`src/rtl/rn_pkg.sv`:
```
package rn_pkg;
  localparam int RN_ARCH_REGS  = 32;
  localparam int RN_PHYS_REGS  = 64;
  localparam int RN_CKPT_SLOTS = 4;

  function automatic logic [1:0] lane_cnt(input logic [1:0] v);
    return {1'b0, v[0]} + {1'b0, v[1]};
  endfunction
endpackage

```
`src/rtl/rn_free_list.sv`:
```
module rn_free_list #(
  parameter int NUM_PHYS = 64,
  parameter int NUM_ARCH = 32,
  localparam int TW   = $clog2(NUM_PHYS),
  localparam int FL_N = NUM_PHYS - NUM_ARCH,
  localparam int IW   = $clog2(FL_N),
  localparam int PW   = IW + 1
) (
  input  logic               clk_i,
  input  logic               rst_ni,
  input  logic [1:0]         pop_cnt_i,
  output logic [TW-1:0]      tag0_o,
  output logic [TW-1:0]      tag1_o,
  output logic [PW-1:0]      avail_o,
  output logic [PW-1:0]      head_next_o,
  input  logic [1:0]         push_i,
  input  logic [1:0][TW-1:0] push_tag_i,
  input  logic               restore_i,
  input  logic [PW-1:0]      restore_head_i
);
  logic [TW-1:0] mem_q [FL_N];
  logic [PW-1:0] head_q, tail_q, head_p1, tail_p1;

  assign head_p1     = head_q + PW'(1);
  assign tail_p1     = tail_q + PW'(push_i[0]);
  assign tag0_o      = mem_q[head_q[IW-1:0]];
  assign tag1_o      = mem_q[head_p1[IW-1:0]];
  assign avail_o     = tail_q - head_q;
  assign head_next_o = head_q + PW'(pop_cnt_i);

  always_ff @(posedge clk_i or negedge rst_ni) begin
    if (!rst_ni) begin
      for (int i = 0; i < FL_N; i++) mem_q[i] <= TW'(NUM_ARCH + i);
      head_q <= '0;
      tail_q <= PW'(FL_N);
    end else begin
      if (push_i[0]) mem_q[tail_q[IW-1:0]]  <= push_tag_i[0];
      if (push_i[1]) mem_q[tail_p1[IW-1:0]] <= push_tag_i[1];
      tail_q <= tail_q + PW'(push_i[0]) + PW'(push_i[1]);
      head_q <= restore_i ? restore_head_i : head_next_o;
    end
  end

  p_no_underflow_r3: assert property (@(posedge clk_i) disable iff (!rst_ni)
    PW'(pop_cnt_i) <= avail_o);
  p_no_overflow_r6: assert property (@(posedge clk_i) disable iff (!rst_ni)
    (int'(avail_o) - int'(pop_cnt_i) + int'(push_i[0]) + int'(push_i[1])) <= FL_N);
  p_free_nonzero_r2: assert property (@(posedge clk_i) disable iff (!rst_ni)
    push_i[0] |-> push_tag_i[0] != '0);
endmodule

```
`src/rtl/rn_ready_array.sv`:
```
module rn_ready_array #(
  parameter int NUM_PHYS = 64,
  parameter int NUM_ARCH = 32,
  localparam int TW = $clog2(NUM_PHYS)
) (
  input  logic               clk_i,
  input  logic               rst_ni,
  input  logic [1:0]         clr_i,
  input  logic [1:0][TW-1:0] clr_tag_i,
  input  logic [1:0]         set_i,
  input  logic [1:0][TW-1:0] set_tag_i,
  input  logic [3:0][TW-1:0] rd_tag_i,
  output logic [3:0]         rd_rdy_o
);
  logic [NUM_PHYS-1:0] rdy_q;

  always_comb begin
    for (int r = 0; r < 4; r++) begin
      rd_rdy_o[r] = rdy_q[rd_tag_i[r]]
                  | (set_i[0] && set_tag_i[0] == rd_tag_i[r])
                  | (set_i[1] && set_tag_i[1] == rd_tag_i[r]);
    end
  end

  always_ff @(posedge clk_i or negedge rst_ni) begin
    if (!rst_ni) begin
      for (int i = 0; i < NUM_PHYS; i++) rdy_q[i] <= (i < NUM_ARCH);
    end else begin
      for (int k = 0; k < 2; k++) if (clr_i[k]) rdy_q[clr_tag_i[k]] <= 1'b0;
      for (int k = 0; k < 2; k++) if (set_i[k]) rdy_q[set_tag_i[k]] <= 1'b1;
    end
  end

  p_wb_visible_r7: assert property (@(posedge clk_i) disable iff (!rst_ni)
    set_i[0] |=> rdy_q[$past(set_tag_i[0])]);
  p_zero_ready_r2: assert property (@(posedge clk_i) disable iff (!rst_ni)
    rdy_q[0]);
  p_clr_nonzero_r2: assert property (@(posedge clk_i) disable iff (!rst_ni)
    clr_i[1] |-> clr_tag_i[1] != '0);
endmodule

```
`src/rtl/rn_map_table.sv`:
```
module rn_map_table #(
  parameter int NUM_ARCH = 32,
  parameter int NUM_PHYS = 64,
  localparam int AW = $clog2(NUM_ARCH),
  localparam int TW = $clog2(NUM_PHYS)
) (
  input  logic                         clk_i,
  input  logic                         rst_ni,
  input  logic [1:0]                   wr_i,
  input  logic [1:0][AW-1:0]           wr_arch_i,
  input  logic [1:0][TW-1:0]           wr_tag_i,
  input  logic                         load_i,
  input  logic [NUM_ARCH-1:0][TW-1:0]  load_map_i,
  input  logic [5:0][AW-1:0]           rd_arch_i,
  output logic [5:0][TW-1:0]           rd_tag_o,
  output logic [NUM_ARCH-1:0][TW-1:0]  next_map_o
);
  logic [NUM_ARCH-1:0][TW-1:0] map_q;

  for (genvar r = 0; r < 6; r++) begin : g_rd
    assign rd_tag_o[r] = map_q[rd_arch_i[r]];
  end

  // slot 1 is younger, so its write lands last
  always_comb begin
    next_map_o = map_q;
    if (wr_i[0]) next_map_o[wr_arch_i[0]] = wr_tag_i[0];
    if (wr_i[1]) next_map_o[wr_arch_i[1]] = wr_tag_i[1];
  end

  always_ff @(posedge clk_i or negedge rst_ni) begin
    if (!rst_ni) begin
      for (int i = 0; i < NUM_ARCH; i++) map_q[i] <= TW'(i);
    end else begin
      map_q <= load_i ? load_map_i : next_map_o;
    end
  end

  p_zero_fixed_r2: assert property (@(posedge clk_i) disable iff (!rst_ni)
    map_q[0] == '0);
  p_wr_nonzero_r2: assert property (@(posedge clk_i) disable iff (!rst_ni)
    wr_i[0] |-> wr_arch_i[0] != '0);
  p_load_excl_r9: assert property (@(posedge clk_i) disable iff (!rst_ni)
    load_i |-> wr_i == 2'b00);
endmodule

```
`src/rtl/rn_ckpt_stack.sv`:
```
module rn_ckpt_stack #(
  parameter int DEPTH    = 4,
  parameter int NUM_ARCH = 32,
  parameter int TW       = 6,
  parameter int PW       = 6,
  localparam int CW = $clog2(DEPTH)
) (
  input  logic                        clk_i,
  input  logic                        rst_ni,
  input  logic                        push_i,
  input  logic [NUM_ARCH-1:0][TW-1:0] push_map_i,
  input  logic [PW-1:0]               push_head_i,
  input  logic                        release_i,
  input  logic                        restore_i,
  input  logic [CW-1:0]               restore_id_i,
  output logic                        full_o,
  output logic [CW-1:0]               id_o,
  output logic [NUM_ARCH-1:0][TW-1:0] rest_map_o,
  output logic [PW-1:0]               rest_head_o
);
  logic [NUM_ARCH-1:0][TW-1:0] snap_map_q [DEPTH];
  logic [PW-1:0]               snap_head_q [DEPTH];
  logic [CW-1:0]               oldest_q, tail_q, live_dist;
  logic [CW:0]                 cnt_q;

  assign full_o      = cnt_q == (CW+1)'(DEPTH);
  assign id_o        = tail_q;
  assign rest_map_o  = snap_map_q[restore_id_i];
  assign rest_head_o = snap_head_q[restore_id_i];
  assign live_dist   = restore_id_i - oldest_q;

  always_ff @(posedge clk_i) begin
    if (push_i) begin
      snap_map_q[tail_q]  <= push_map_i;
      snap_head_q[tail_q] <= push_head_i;
    end
  end

  always_ff @(posedge clk_i or negedge rst_ni) begin
    if (!rst_ni) begin
      oldest_q <= '0;
      tail_q   <= '0;
      cnt_q    <= '0;
    end else if (restore_i) begin
      tail_q <= restore_id_i;
      cnt_q  <= {1'b0, live_dist};
    end else begin
      tail_q   <= tail_q + CW'(push_i);
      oldest_q <= oldest_q + CW'(release_i);
      cnt_q    <= cnt_q + (CW+1)'(push_i) - (CW+1)'(release_i);
    end
  end

  p_cnt_bound_r8: assert property (@(posedge clk_i) disable iff (!rst_ni)
    cnt_q <= (CW+1)'(DEPTH));
  p_no_push_full_r8: assert property (@(posedge clk_i) disable iff (!rst_ni)
    push_i |-> !full_o);
  p_release_live_r8: assert property (@(posedge clk_i) disable iff (!rst_ni)
    release_i |-> cnt_q != '0);
  p_restore_live_r9: assert property (@(posedge clk_i) disable iff (!rst_ni)
    restore_i |-> {1'b0, live_dist} < cnt_q);
endmodule

```
`src/rtl/rename_unit.sv`:
```
module rename_unit
  import rn_pkg::*;
#(
  parameter int NUM_ARCH   = RN_ARCH_REGS,
  parameter int NUM_PHYS   = RN_PHYS_REGS,
  parameter int CKPT_DEPTH = RN_CKPT_SLOTS,
  localparam int AW = $clog2(NUM_ARCH),
  localparam int TW = $clog2(NUM_PHYS),
  localparam int PW = $clog2(NUM_PHYS - NUM_ARCH) + 1,
  localparam int CW = $clog2(CKPT_DEPTH)
) (
  input  logic               clk_i,
  input  logic               rst_ni,
  input  logic [1:0]         ren_valid_i,
  input  logic [1:0]         ren_wr_i,
  input  logic [1:0][AW-1:0] ren_dst_i,
  input  logic [1:0][AW-1:0] ren_srca_i,
  input  logic [1:0][AW-1:0] ren_srcb_i,
  input  logic               ren_ckpt_i,
  output logic               ren_ready_o,
  output logic [1:0][TW-1:0] srca_tag_o,
  output logic [1:0]         srca_rdy_o,
  output logic [1:0][TW-1:0] srcb_tag_o,
  output logic [1:0]         srcb_rdy_o,
  output logic [1:0][TW-1:0] dst_tag_o,
  output logic [1:0][TW-1:0] old_tag_o,
  output logic [CW-1:0]      ckpt_id_o,
  input  logic [1:0]         free_valid_i,
  input  logic [1:0][TW-1:0] free_tag_i,
  input  logic [1:0]         wb_valid_i,
  input  logic [1:0][TW-1:0] wb_tag_i,
  input  logic               br_ok_i,
  input  logic               br_bad_i,
  input  logic [CW-1:0]      br_id_i
);
  logic [1:0]                  need, alloc;
  logic [1:0]                  pop_req, pop_eff;
  logic                        go, ck_full, ck_push;
  logic [TW-1:0]               fl_tag0, fl_tag1;
  logic [1:0][TW-1:0]          new_tag;
  logic [PW-1:0]               fl_avail, fl_head_next, ck_head;
  logic [5:0][AW-1:0]          mt_rd_arch;
  logic [5:0][TW-1:0]          mt_rd_tag;
  logic [NUM_ARCH-1:0][TW-1:0] mt_next, ck_map;
  logic [3:0]                  rdy_raw;
  logic                        byp_a1, byp_b1, same_dst;

  for (genvar s = 0; s < 2; s++) begin : g_need
    assign need[s] = ren_valid_i[s] & ren_wr_i[s] & (ren_dst_i[s] != '0);
  end

  assign pop_req = lane_cnt(need);
  assign go      = !br_bad_i && !(ren_ckpt_i && ck_full) && (PW'(pop_req) <= fl_avail);
  assign alloc   = need & {2{go}};
  assign pop_eff = lane_cnt(alloc);
  assign ck_push = ren_ckpt_i & go;

  assign new_tag[0] = fl_tag0;
  assign new_tag[1] = need[0] ? fl_tag1 : fl_tag0;

  assign mt_rd_arch = {ren_dst_i[1], ren_dst_i[0], ren_srcb_i[1], ren_srca_i[1],
                       ren_srcb_i[0], ren_srca_i[0]};

  // in-group dependence checks against the older slot
  assign byp_a1   = need[0] && (ren_srca_i[1] == ren_dst_i[0]);
  assign byp_b1   = need[0] && (ren_srcb_i[1] == ren_dst_i[0]);
  assign same_dst = need[0] && (ren_dst_i[1] == ren_dst_i[0]);

  assign srca_tag_o[0] = mt_rd_tag[0];
  assign srcb_tag_o[0] = mt_rd_tag[1];
  assign srca_tag_o[1] = byp_a1 ? new_tag[0] : mt_rd_tag[2];
  assign srcb_tag_o[1] = byp_b1 ? new_tag[0] : mt_rd_tag[3];
  assign srca_rdy_o[0] = rdy_raw[0];
  assign srcb_rdy_o[0] = rdy_raw[1];
  assign srca_rdy_o[1] = byp_a1 ? 1'b0 : rdy_raw[2];
  assign srcb_rdy_o[1] = byp_b1 ? 1'b0 : rdy_raw[3];

  assign dst_tag_o[0] = need[0] ? new_tag[0] : '0;
  assign dst_tag_o[1] = need[1] ? new_tag[1] : '0;
  assign old_tag_o[0] = mt_rd_tag[4];
  assign old_tag_o[1] = same_dst ? new_tag[0] : mt_rd_tag[5];
  assign ren_ready_o  = go;

  rn_free_list #(.NUM_PHYS(NUM_PHYS), .NUM_ARCH(NUM_ARCH)) u_free (
    .clk_i, .rst_ni,
    .pop_cnt_i      (pop_eff),
    .tag0_o         (fl_tag0),
    .tag1_o         (fl_tag1),
    .avail_o        (fl_avail),
    .head_next_o    (fl_head_next),
    .push_i         (free_valid_i),
    .push_tag_i     (free_tag_i),
    .restore_i      (br_bad_i),
    .restore_head_i (ck_head)
  );

  rn_map_table #(.NUM_ARCH(NUM_ARCH), .NUM_PHYS(NUM_PHYS)) u_map (
    .clk_i, .rst_ni,
    .wr_i       (alloc),
    .wr_arch_i  (ren_dst_i),
    .wr_tag_i   (new_tag),
    .load_i     (br_bad_i),
    .load_map_i (ck_map),
    .rd_arch_i  (mt_rd_arch),
    .rd_tag_o   (mt_rd_tag),
    .next_map_o (mt_next)
  );

  rn_ready_array #(.NUM_PHYS(NUM_PHYS), .NUM_ARCH(NUM_ARCH)) u_rdy (
    .clk_i, .rst_ni,
    .clr_i     (alloc),
    .clr_tag_i (new_tag),
    .set_i     (wb_valid_i),
    .set_tag_i (wb_tag_i),
    .rd_tag_i  (mt_rd_tag[3:0]),
    .rd_rdy_o  (rdy_raw)
  );

  rn_ckpt_stack #(.DEPTH(CKPT_DEPTH), .NUM_ARCH(NUM_ARCH), .TW(TW), .PW(PW)) u_ckpt (
    .clk_i, .rst_ni,
    .push_i       (ck_push),
    .push_map_i   (mt_next),
    .push_head_i  (fl_head_next),
    .release_i    (br_ok_i),
    .restore_i    (br_bad_i),
    .restore_id_i (br_id_i),
    .full_o       (ck_full),
    .id_o         (ckpt_id_o),
    .rest_map_o   (ck_map),
    .rest_head_o  (ck_head)
  );

  p_fresh_pair_r2: assert property (@(posedge clk_i) disable iff (!rst_ni)
    (alloc == 2'b11) |-> dst_tag_o[0] != dst_tag_o[1]);
  p_stall_holds_r3: assert property (@(posedge clk_i) disable iff (!rst_ni)
    (!ren_ready_o && free_valid_i == 2'b00 && !br_bad_i) |=> $stable(fl_avail));
endmodule

```
`config.mk`:
```
export PLATFORM = sky130hd
export DESIGN_NAME = rename_unit
export DESIGN_NICKNAME = d
export VERILOG_FILES = /design/src/rtl/rn_pkg.sv /design/src/rtl/rn_free_list.sv /design/src/rtl/rn_ready_array.sv /design/src/rtl/rn_map_table.sv /design/src/rtl/rn_ckpt_stack.sv /design/src/rtl/rename_unit.sv
export SDC_FILE = /design/constraint.sdc
export NUM_CORES = 2
export LEC_CHECK = 0
export BUFFER_PORTS_ARGS = -buffer_cell sky130_fd_sc_hd__buf_2
export CORE_MARGIN = 5
export CORE_UTILIZATION = 55
export DETAILED_ROUTE_END_ITERATION = 12
export HOLD_SLACK_MARGIN = 0.12
export PLACE_DENSITY = 0.7
export SLEW_MARGIN = 20
export SYNTH_ARGS = -nofsm -noshare
export SYNTH_HDL_FRONTEND = slang
export SYNTH_SLANG_ARGS = --single-unit
```
`constraint.sdc`:
```
create_clock -name clk_i -period 26.9 [get_ports clk_i]
set_input_delay 2.69 -clock clk_i [delete_from_list [all_inputs] [get_ports clk_i]]
set_output_delay 2.69 -clock clk_i [all_outputs]
set_load 0.01 [all_outputs]
```
==> summary.md <==
| Metric | Value |
|---|---|
| Outcome | `finished clean` |
| Max Slew Vio Count | `0` |
| Crit path DAT | `7.23 ns` |
| P per Cell Area | `94.28 nW/um^2` |
| Skew final | `0.03959 ns` |
| Vert. Die Dim | `366.7 microns` |
| Tmin final | `9.917 ns` |
| Leak Pwr | `0.02626 uW` |
| Synth area leaders | `edfxtp_1 (34%), mux4_2 (20%), mux2i_1 (11%), dfrtp_1 (8.7%), dfstp_2 (8.4%)` |
| Cell taking the most area after synthesis | `edfxtp_1` |
| Pint | `4532 uW` |
| Post-DP Area | `71900 sq um` |
| Worst-Skew Late Latency | `0.79 ns` |
| Setup tns final | `0 ns` |
| Syn_nets | `4835` |
| DRT iter0 DRCs | `6484` |
| Drc violations | `0` |
| CTS tree | `built` |
| Rows | `130` |
| Sw Ratio | `0.3715` |
| Largest net degree at the start of global routing | `129` |
| Post-CTS setup buffers | `0` |
| Area of the core | `126100 sq um` |
| Net Switching | `2678 uW` |
| Gate Count Post-Synth | `4744` |
| Post-synthesis async set-or-reset flop share | `0.3709` |
| Peak supply drop | `0.00007731 V` |
| Final Wtd Congestion | `1.012` |
| Clock slew at reported path FFs | `0.05 ns` |
| Most common cell after layout, fill and taps aside | `edfxtp_1` |
| Cts hold-fix bufs | `0` |
| Layout area overhead | `9.276%` |
| CP Class | `in2out` |
| Peak Freq | `100.8 MHz` |
| RSZ-0062 raised after global routing | `false` |
| Total track usage | `0.3472` |
| H-tree depth | `4` |
| Vias | `47310` |
| Global-route wire length before repair | `339.7 mm` |
| Die area | `134500 sq um` |
| Worst Max-Slew Pin Slew | `1.209 ns` |
| Vias/cell | `7.297` |
| TritonCTS Sinks | `1259` |
| Main synth FF type | `edfxtp_1` |
| Initial Util | `0.5551` |
| Total wire length | `236.1 mm` |
| Synth Area per Inst | `14.75 sq um` |
| Routed Antenna Nets | `0` |
| Placed cells | `6219` |
| Combinational share of power | `0.319` |
| Drt pass-1 iters | `9` |
| Worst Hold End | `u_ckpt.oldest_q[1]` |
| Crit share post-route | `0.3687` |
| Synth unique cells | `65` |
| Post-layout nets | `4798` |
| Port Buffers | `123` |
| Warnings from Yosys | `0` |
| Setup Viol. Count Final | `0` |
| Reg2reg end | `u_ckpt.snap_map_q[1][106]` |
| Synthesized flop and latch total | `1259` |
| Commonest cells after routing, fill and taps aside | `edfxtp_1 (792), mux2i_1 (778), mux4_2 (607)` |
| Die width | `366.7 microns` |
| Wirelength per Cell | `36.42 microns` |
| Critical Path Source Type | `input pin` |
| Clk pwr share | `0.262` |
| Clock Path Buffers | `3` |
| Final core occ | `0.6066` |
| Hold path start | `u_ckpt.oldest_q[1]` |
| Slew Limit Headroom | `0.1939` |
| CTS Buf Count | `135` |
| Share of post-route cells with drive strength above 1 | `0.3167` |
| R2R depth | `12` |
| Initial antenna violation count | `19` |
| # IOs | `124` |
| Post-CTS resize count | `0` |
| Sequential share of power | `0.419` |
| HPWL Detailed | `152.0 mm` |
| CTS root buf | `clkbuf_16` |
| Mapped cell area | `69980 sq um` |
| CP Capture Type | `primary output` |
| Max cap viols | `0` |
| Vias in the first global route | `46170` |
| WHS Path Cells | `1` |
| Seq/Total Area, Yosys | `0.5109` |
| Total grt overflow | `0` |
| Crit path required time | `24.21 ns` |
| Top-area cell type share of the netlist area | `0.3398` |
| R2R Path Start | `u_free.head_q[0]` |
| Hold WS | `0.5077 ns` |
| Fin area | `76470 sq um` |
| Flop2flop setup slack | `20.06 ns` |
| Max FO, Critical Path | `38` |
| Final std cells w/o fill | `6483` |
| Final Hold Vio Count | `0` |
| Post-synth EDFFs | `792` |
| Hold crit path type | `reg2reg` |
## worst max-delay path by stage
stage | from | cells past startpoint | slack, ns | endpoint
after floorplan | ren_dst_i[9] | 14 | 6.41 | u_ckpt.snap_head_q[0][0]
after global placement | ren_srca_i[5] | 13 | 16.99 | srca_rdy_o[1]
after CTS | ren_srca_i[5] | 13 | 16.99 | srca_rdy_o[1]
final | ren_srca_i[5] | 13 | 16.98 | srca_rdy_o[1]
after detailed placement | ren_srca_i[5] | 13 | 16.99 | srca_rdy_o[1]
after global routing | ren_srca_i[5] | 13 | 16.87 | srca_rdy_o[1]
## flip-flops by register name, indices dropped and copies added (netlist names)
| register | count |
|---|---|
| u_ckpt.snap_map_q | 768 |
| u_free.mem_q | 192 |
| u_map.map_q | 192 |
| u_rdy.rdy_q | 64 |
| u_ckpt.snap_head_q | 24 |
| u_free.head_q | 6 |
| u_free.tail_q | 6 |
| u_ckpt.cnt_q | 3 |
| u_ckpt.id_o | 2 |
| u_ckpt.oldest_q | 2 |
## power by group through the flow
stage / sequential, uW / clock [uW] / combinational, uW
after CTS: 2980 / 1920 / 2250
after global routing: 3030 / 2000 / 2410
after global placement: 3000 / 0 / 2220
after detailed placement: 3010 / 0 / 2240
after floorplan: 2760 / 0 / 1540
final: 3020 / 1890 / 2300
## layout make-up
class                      count  area (sq um)
antenna                       11         27.53
clock buffer                 198          3819
clock inverter                54         705.7
fill                        9325         49590
inverter                      46         172.7
multi-input combinational   3059         32590
sequential                  1259         35760
tap                         1650          2064
timing repair buffer         206          1341
## worst max-delay path: stages
cell       delay, ns
buf_2           0.08
buf_4           0.53
mux4_2          0.57
and2_1          0.16
a2111oi_0       0.64
or4_1           0.86
nor2_1          0.28
a211o_1         0.33
a221o_1         0.27
o211ai_1        0.10
o31ai_1         0.08
a31oi_1         0.37
buf_2           0.22
## metrics by stage
stage          worst slack, ns  total power (uW)
4_1_cts                  16.99              7148
3_5_place_dp             16.99              5256
6_report                 16.98              7210
3_3_place_gp             16.99              5218
2_1_floorplan            6.407              4296
5_1_grt                  16.87              7443
## cell usage after synthesis, types with 7 or more instances
cell / count
o2111ai_1: 7
o21ai_0: 64
a22oi_1: 122
nand2b_1: 19
o22ai_1: 9
nand3_1: 57
mux2_2: 228
a221oi_1: 7
and3_1: 10
o221ai_1: 64
nand2_1: 260
ha_1: 19
and2_1: 18
edfxtp_1: 792
nor2_2: 15
buf_1: 49
a31oi_1: 9
nand3b_1: 13
xor2_1: 26
nand4_1: 18
buf_4: 36
clkbuf_1: 231
a211oi_1: 11
nor3b_1: 17
mux4_2: 607
dfstp_2: 225
nor3_1: 19
a221o_1: 8
a21oi_1: 185
dfrtp_1: 242
mux2i_1: 778
mux4_1: 8
buf_2: 58
nor4_1: 9
nor2b_1: 30
or3_1: 8
inv_1: 40
nor2_1: 299
xnor2_1: 56
## cells by family (layout without fill, tap and decap cells)
logic type / count (synthesis) / after routing / synth area share
and+or+nand+nor: 813 / 813 / 0.05239
muxes: 1624 / 1624 / 0.3473
adders and majority gates: 22 / 22 / 0.004255
AOI/OAI and AO/OA: 518 / 518 / 0.04849
xor gates and xnor gates: 82 / 82 / 0.01026
other: 0 / 11 / 0
buffers and inverters: 426 / 504 / 0.02646
DFF: 1259 / 1259 / 0.5109
## per-layer routing
metal / GRT usage / share of wire
met2: 0.4929 / 0.43
met5: 0.009259 / 0.0017
met1: 0.4963 / 0.39
met4: 0.1478 / 0.050
met3: 0.1116 / 0.13
(Power assumes the default switching activity.)
